`src/rtl/rsfx_pkg.sv`:
```
package rsfx_pkg;
  localparam int SYM_BITS  = 12;
  localparam int BYTE_BITS = 8;

  typedef enum logic [2:0] {
    ST_IDLE, ST_CHK, ST_RD0, ST_WR0, ST_RD1, ST_WR1, ST_DONE
  } fix_state_t;

  // floor(3p/2)
  function automatic logic [15:0] sym_half(input logic [15:0] p);
    return p + (p >> 1);
  endfunction

  function automatic logic [15:0] sym_first_byte(input logic [15:0] p);
    if (p == 16'd0) return 16'd0;
    if (p[0]) return sym_half(p);
    return sym_half(p) - 16'd1;
  endfunction

  function automatic logic [15:0] sym_second_byte(input logic [15:0] p);
    if (p[0]) return sym_half(p) + 16'd1;
    return sym_half(p);
  endfunction

  function automatic logic [7:0] sym_first_mask(input logic [15:0] p,
                                                input logic [SYM_BITS-1:0] pat);
    if (p == 16'd0) return pat[7:0];
    if (p[0]) return pat[11:4];
    return {4'h0, pat[11:8]};
  endfunction

  function automatic logic [7:0] sym_second_mask(input logic [15:0] p,
                                                 input logic [SYM_BITS-1:0] pat);
    if (p[0]) return {pat[3:0], 4'h0};
    return pat[7:0];
  endfunction
endpackage

```
`src/rtl/rsfx_map.sv`:
```
module rsfx_map
  import rsfx_pkg::*;
#(
  parameter int POS_W    = 11,
  parameter int ADDR_W   = 12,
  parameter int LAST_POS = 1374
) (
  input  logic [POS_W-1:0]    pos,
  input  logic [SYM_BITS-1:0] pat,
  output logic [ADDR_W-1:0]   addr0,
  output logic [ADDR_W-1:0]   addr1,
  output logic [7:0]          mask0,
  output logic [7:0]          mask1,
  output logic                two_bytes,
  output logic                entry_ok
);
  logic [15:0] p16;
  logic        in_range;
  logic        narrow_bad;

  assign p16        = 16'(pos);
  assign addr0      = ADDR_W'(sym_first_byte(p16));
  assign addr1      = ADDR_W'(sym_second_byte(p16));
  assign mask0      = sym_first_mask(p16, pat);
  assign mask1      = sym_second_mask(p16, pat);
  assign two_bytes  = (p16 != 16'd0);
  assign in_range   = (p16 <= 16'(LAST_POS));
  assign narrow_bad = (p16 == 16'd0) && (pat[11:8] != 4'h0);
  assign entry_ok   = in_range && !narrow_bad;
endmodule

```
`src/rtl/rsfx_list.sv`:
```
module rsfx_list
  import rsfx_pkg::*;
#(
  parameter int POS_W   = 11,
  parameter int MAX_ERR = 4,
  parameter int CNT_W   = 3
) (
  input  logic                        clk,
  input  logic                        rst_n,
  input  logic                        load,
  input  logic [MAX_ERR*POS_W-1:0]    err_pos,
  input  logic [MAX_ERR*SYM_BITS-1:0] err_pat,
  input  logic [CNT_W-1:0]            idx,
  output logic [POS_W-1:0]            sel_pos,
  output logic [SYM_BITS-1:0]         sel_pat
);
  logic [POS_W-1:0]    pos_q [MAX_ERR];
  logic [SYM_BITS-1:0] pat_q [MAX_ERR];

  for (genvar g = 0; g < MAX_ERR; g++) begin : g_slot
    always_ff @(posedge clk or negedge rst_n) begin
      if (!rst_n) begin
        pos_q[g] <= '0;
        pat_q[g] <= '0;
      end else if (load) begin
        pos_q[g] <= err_pos[g*POS_W +: POS_W];
        pat_q[g] <= err_pat[g*SYM_BITS +: SYM_BITS];
      end
    end
  end

  always_comb begin
    sel_pos = '0;
    sel_pat = '0;
    for (int i = 0; i < MAX_ERR; i++) begin
      if (idx == CNT_W'(i)) begin
        sel_pos = pos_q[i];
        sel_pat = pat_q[i];
      end
    end
  end
endmodule

```
`src/rtl/rsfx_ctrl.sv`:
```
module rsfx_ctrl
  import rsfx_pkg::*;
#(
  parameter int MAX_ERR = 4,
  parameter int CNT_W   = 3,
  parameter int ADDR_W  = 12
) (
  input  logic              clk,
  input  logic              rst_n,
  input  logic              start,
  input  logic [CNT_W-1:0]  err_num,
  input  logic              entry_ok,
  input  logic              two_bytes,
  input  logic [ADDR_W-1:0] addr0,
  input  logic [ADDR_W-1:0] addr1,
  input  logic [7:0]        mask0,
  input  logic [7:0]        mask1,
  input  logic [7:0]        mem_rdata,
  output logic              load,
  output logic [CNT_W-1:0]  idx,
  output logic [ADDR_W-1:0] mem_addr,
  output logic              mem_rd,
  output logic              mem_wr,
  output logic [7:0]        mem_wdata,
  output logic              busy,
  output logic              done,
  output logic              fail,
  output logic [CNT_W-1:0]  fix_count
);
  fix_state_t       state;
  logic [CNT_W-1:0] num_q;
  logic             second;
  logic             entry_end;

  assign load      = (state == ST_IDLE) && start;
  assign second    = (state == ST_RD1) || (state == ST_WR1);
  assign mem_rd    = (state == ST_RD0) || (state == ST_RD1);
  assign mem_wr    = (state == ST_WR0) || (state == ST_WR1);
  assign mem_addr  = second ? addr1 : addr0;
  assign mem_wdata = mem_rdata ^ (second ? mask1 : mask0);
  assign busy      = (state != ST_IDLE);
  assign done      = (state == ST_DONE);
  assign entry_end = (state == ST_WR1) || ((state == ST_WR0) && !two_bytes);

  always_ff @(posedge clk or negedge rst_n) begin
    if (!rst_n) begin
      state     <= ST_IDLE;
      num_q     <= '0;
      idx       <= '0;
      fail      <= 1'b0;
      fix_count <= '0;
    end else begin
      if (entry_end) begin
        idx       <= idx + 1'b1;
        fix_count <= fix_count + 1'b1;
      end
      case (state)
        ST_IDLE: if (start) begin
          num_q     <= err_num;
          idx       <= '0;
          fix_count <= '0;
          if (err_num > CNT_W'(MAX_ERR)) begin
            fail  <= 1'b1;
            state <= ST_DONE;
          end else begin
            fail  <= 1'b0;
            state <= ST_CHK;
          end
        end
        ST_CHK: begin
          if (idx == num_q) begin
            state <= ST_DONE;
          end else if (!entry_ok) begin
            fail  <= 1'b1;
            state <= ST_DONE;
          end else begin
            state <= ST_RD0;
          end
        end
        ST_RD0:  state <= ST_WR0;
        ST_WR0:  state <= two_bytes ? ST_RD1 : ST_CHK;
        ST_RD1:  state <= ST_WR1;
        ST_WR1:  state <= ST_CHK;
        default: state <= ST_IDLE;
      endcase
    end
  end
endmodule

```
`src/rtl/rs_symfix.sv`:
```
module rs_symfix
  import rsfx_pkg::*;
#(
  parameter int POS_W       = 11,
  parameter int MAX_ERR     = 4,
  parameter int DATA_BYTES  = 2048,
  parameter int SPARE_BYTES = 64,
  parameter int LAST_POS    = 1374,
  localparam int CNT_W      = $clog2(MAX_ERR + 1),
  localparam int ADDR_W     = $clog2(DATA_BYTES + SPARE_BYTES)
) (
  input  logic                        clk,
  input  logic                        rst_n,
  input  logic                        start,
  input  logic [CNT_W-1:0]            err_num,
  input  logic [MAX_ERR*POS_W-1:0]    err_pos,
  input  logic [MAX_ERR*SYM_BITS-1:0] err_pat,
  output logic [ADDR_W-1:0]           mem_addr,
  output logic                        mem_rd,
  output logic                        mem_wr,
  output logic [7:0]                  mem_wdata,
  input  logic [7:0]                  mem_rdata,
  output logic                        busy,
  output logic                        done,
  output logic                        fail,
  output logic [CNT_W-1:0]            fix_count
);
  logic                load;
  logic [CNT_W-1:0]    idx;
  logic [POS_W-1:0]    sel_pos;
  logic [SYM_BITS-1:0] sel_pat;
  logic [ADDR_W-1:0]   addr0, addr1;
  logic [7:0]          mask0, mask1;
  logic                two_bytes;
  logic                entry_ok;

  rsfx_list #(.POS_W(POS_W), .MAX_ERR(MAX_ERR), .CNT_W(CNT_W)) u_list (
    .clk(clk), .rst_n(rst_n), .load(load), .err_pos(err_pos), .err_pat(err_pat),
    .idx(idx), .sel_pos(sel_pos), .sel_pat(sel_pat)
  );

  rsfx_map #(.POS_W(POS_W), .ADDR_W(ADDR_W), .LAST_POS(LAST_POS)) u_map (
    .pos(sel_pos), .pat(sel_pat), .addr0(addr0), .addr1(addr1),
    .mask0(mask0), .mask1(mask1), .two_bytes(two_bytes), .entry_ok(entry_ok)
  );

  rsfx_ctrl #(.MAX_ERR(MAX_ERR), .CNT_W(CNT_W), .ADDR_W(ADDR_W)) u_ctrl (
    .clk(clk), .rst_n(rst_n), .start(start), .err_num(err_num),
    .entry_ok(entry_ok), .two_bytes(two_bytes), .addr0(addr0), .addr1(addr1),
    .mask0(mask0), .mask1(mask1), .mem_rdata(mem_rdata), .load(load), .idx(idx),
    .mem_addr(mem_addr), .mem_rd(mem_rd), .mem_wr(mem_wr), .mem_wdata(mem_wdata),
    .busy(busy), .done(done), .fail(fail), .fix_count(fix_count)
  );
endmodule

```
`config.mk`:
```
export PLATFORM = sky130hd
export DESIGN_NAME = rs_symfix
export DESIGN_NICKNAME = d
export VERILOG_FILES = /design/src/rtl/rsfx_pkg.sv /design/src/rtl/rsfx_map.sv /design/src/rtl/rsfx_list.sv /design/src/rtl/rsfx_ctrl.sv /design/src/rtl/rs_symfix.sv
export SDC_FILE = /design/constraint.sdc
export NUM_CORES = 1
export LEC_CHECK = 0
export BUFFER_PORTS_ARGS = -buffer_cell sky130_fd_sc_hd__buf_2
export CORE_MARGIN = 5
export CORE_UTILIZATION = 30
export DETAILED_ROUTE_END_ITERATION = 10
export SYNTH_ARGS = -nofsm -noshare
export SYNTH_HDL_FRONTEND = slang
export SYNTH_SLANG_ARGS = --single-unit
```
`constraint.sdc`:
```
create_clock -name clk -period 11.2 [get_ports clk]
set_input_delay 1.68 -clock clk [delete_from_list [all_inputs] [get_ports clk]]
set_output_delay 1.68 -clock clk [all_outputs]
set_load 0.05 [all_outputs]
```
==> results.toml <==
[route]
viasPerCell = 4.879
num_vias = 4835
wl_um = 17140
drt_pass1_iterations = 4
wl_per_cell_um = 17.30
drt_iter0_markers = 336
drc = 0
drtAntennaViolNets = 0

[setup_path]
critPathLaunch = "u_ctrl.idx[1]"
r2r_start = "u_ctrl.idx[1]"
worstRegToRegCells = 12
crit_path_end_kind = "primary output"
r2r_end = "u_ctrl.idx[1]"
rrSetupSlack_ps = 7320
startpoint_type = "flop"
cp_data_required_time_ps = 9520
worst-setup-path-type = "reg2out"
arrival_ps = 5130
crit_fanout = 45

[synthesis]
yosysUniqueCellTypes = 59
yosys_register_bits = 105
synth_common_cells = "dfrtp_1 (105), mux2_2 (94), nor2_1 (51)"
synth_top_area_cell = "dfrtp_1"
syn-cell-area_um2 = 6337
synth_cells = 597
yosys_warnings = 0
synth_top_area_frac = 0.4146
synth_edf_count = 0
async_reset_ff_frac = 1.000
post_synth.cell_area_avg_um2 = 10.62
synth.most_common_cell = "dfrtp_1"
synth_fp_nets = 736
yosys_most_used_dff = "dfrtp_1"
ys_top_cells_by_area = "dfrtp_1 (41%), mux2_2 (17%), ha_1 (6.3%)"
seq_area_frac_synth = 0.4146

[floorplanning]
dieArea_um2 = 24130
start_util = 0.3034
core_area_um2 = 20890
rows = 53
die_h_um = 155.3
die-width_um = 155.3
ios = 134

[placed_design]
port_buffers = 133
dp_hpwl_um = 13250
dp_slack_ps = 4763
gp_congestion = 0.8270

[cells_and_area]
final_util = 0.3632
layout-drive-gt1-share = 0.3729
final.fill_count = 2105
fin_nets = 850
syn2layout_area_growth_pct = 19.72
n_antenna_cell = 0

[clock_tree]
cts_buffers = 9
cts_max_path_buffers = 2
clk_latency_ps = 350
post_cts_resized = 0
cts.sinks = 105
cts-htree-levels = 3
path_clk_slew_ps = 70
postCtsHoldBufs = 0
cts_tree = "yes"
post_cts_buffers = 0
clockRootBuffer = "clkbuf_16"

[grt]
antenna_found_initial = 0
grt_pass1_vias = 4952
grt_max_degree = 81
gr-total-overflow = 0
grt_pass1_wl_um = 26860
track_usage = 0.1412

[sta]
setup_viol = 0
rsz0062_at_grt = "false"
period_needed_ps = 6812
relSlewSlack = 0.3084
drv_slew = 0
clock.fmax_mhz = 146.8
clock_skew_ps = 14.24
fin_ws_ps = 4388
post-route-period-util = 0.6082
hold_violations = 0
final.setup.tns_ps = 0
worst_pin_slew_ps = 1037

[run_status]
outcome = "finished clean"

[min_path]
min_to = "u_list.pos_q[15]"
hp-start = "u_list.pos_q[15]"
holdCritPathClass = "reg2reg"
min_delay_path_depth = 1

[job]
cap_violations = 0
==> worst max-delay path by stage <==
stage	end	slack [ps]	cells after the start
after floorplan	mem_addr[8]	4530	19
after global placement	mem_addr[11]	4810	14
after detailed placement	mem_addr[11]	4760	14
after CTS	mem_addr[11]	4370	17
after global routing	mem_addr[11]	3960	18
final	mem_addr[11]	4390	13
==> cells in the final DEF, fill, tap and decap left out, drive strengths merged, types with 10 or more instances in the layout <==
| cell type | netlist | layout |
|---|---|---|
| clkbuf | 32 | 11 |
| nand2 | 15 | 15 |
| mux2 | 95 | 95 |
| xnor2 | 26 | 26 |
| inv | 20 | 22 |
| buf | 3 | 138 |
| a22oi | 26 | 26 |
| dfrtp | 105 | 105 |
| nand3 | 10 | 10 |
| a21oi | 40 | 40 |
| o22ai | 14 | 14 |
| ha | 32 | 32 |
| a211oi | 29 | 29 |
| nor2 | 51 | 51 |
| xor2 | 11 | 11 |
| o21ai | 10 | 10 |
==> per-layer routing <==
layer / share of wire / track usage / up-vias
li1: - / - / 2396
met1: 0.47 / 0.2030 / 2303
met2: 0.46 / 0.2175 / 122
met3: 0.051 / 0.02837 / 14
met4: 0.015 / 0.03668 / 0
met5: 0 / 0 / -
==> sequential cells by signal, indices dropped and copies added (netlist names) <==
signal            cells
u_list.pat_q         48
u_ctrl.idx            3
u_ctrl.num_q          3
u_ctrl.fail           1
u_ctrl.state          3
u_list.pos_q         44
u_ctrl.fix_count      3
==> cell families (layout without fill, tap and decap cells) <==
kind of cell	Yosys count	in the layout	share of synthesized area
xor+xnor	37	37	0.05114
buf+inv	55	174	0.03277
mux	97	97	0.1726
fa+ha+maj	33	33	0.06634
compound gates	145	145	0.1595
flops	105	105	0.4146
simple gates	125	125	0.1031
==> worst max-delay path: stages (launching register included) <==
cell	delay (ps)
dfrtp_1	430
ha_1	190
ha_2	730
mux2_4	450
ha_1	270
fa_1	460
nand3_2	130
nand2_1	110
xor2_1	590
nand3b_1	370
nor4_4	250
nor3_1	70
or4b_1	500
buf_2	230
==> through the flow <==
step                instances  instance area (µm²)  hold WS [ps]
floorplan                 597                 6337         471.6
global placement          975                 7269         490.0
detailed placement        975                 7269         495.1
CTS                       991                 7587         513.1
global route              991                 7587         523.1
finish                    991                 7587         510.4
==> final cells by class <==
class / instances / area, µm² / area share
flip-flops and latches: 105 / 2628 / 0.3463
multi-input cells: 437 / 3517 / 0.4636
clock inverters: 5 / 85.08 / 0.01121
inverters: 20 / 75.07 / 0.009894
clock buffers: 11 / 232.7 / 0.03067
repair buffers: 138 / 705.7 / 0.09301
well taps: 275 / 344.1 / 0.04535
Power is left out: the tool's default activity adds up to more than one toggle a clock period on the data nets, which glitch-free logic cannot reach.
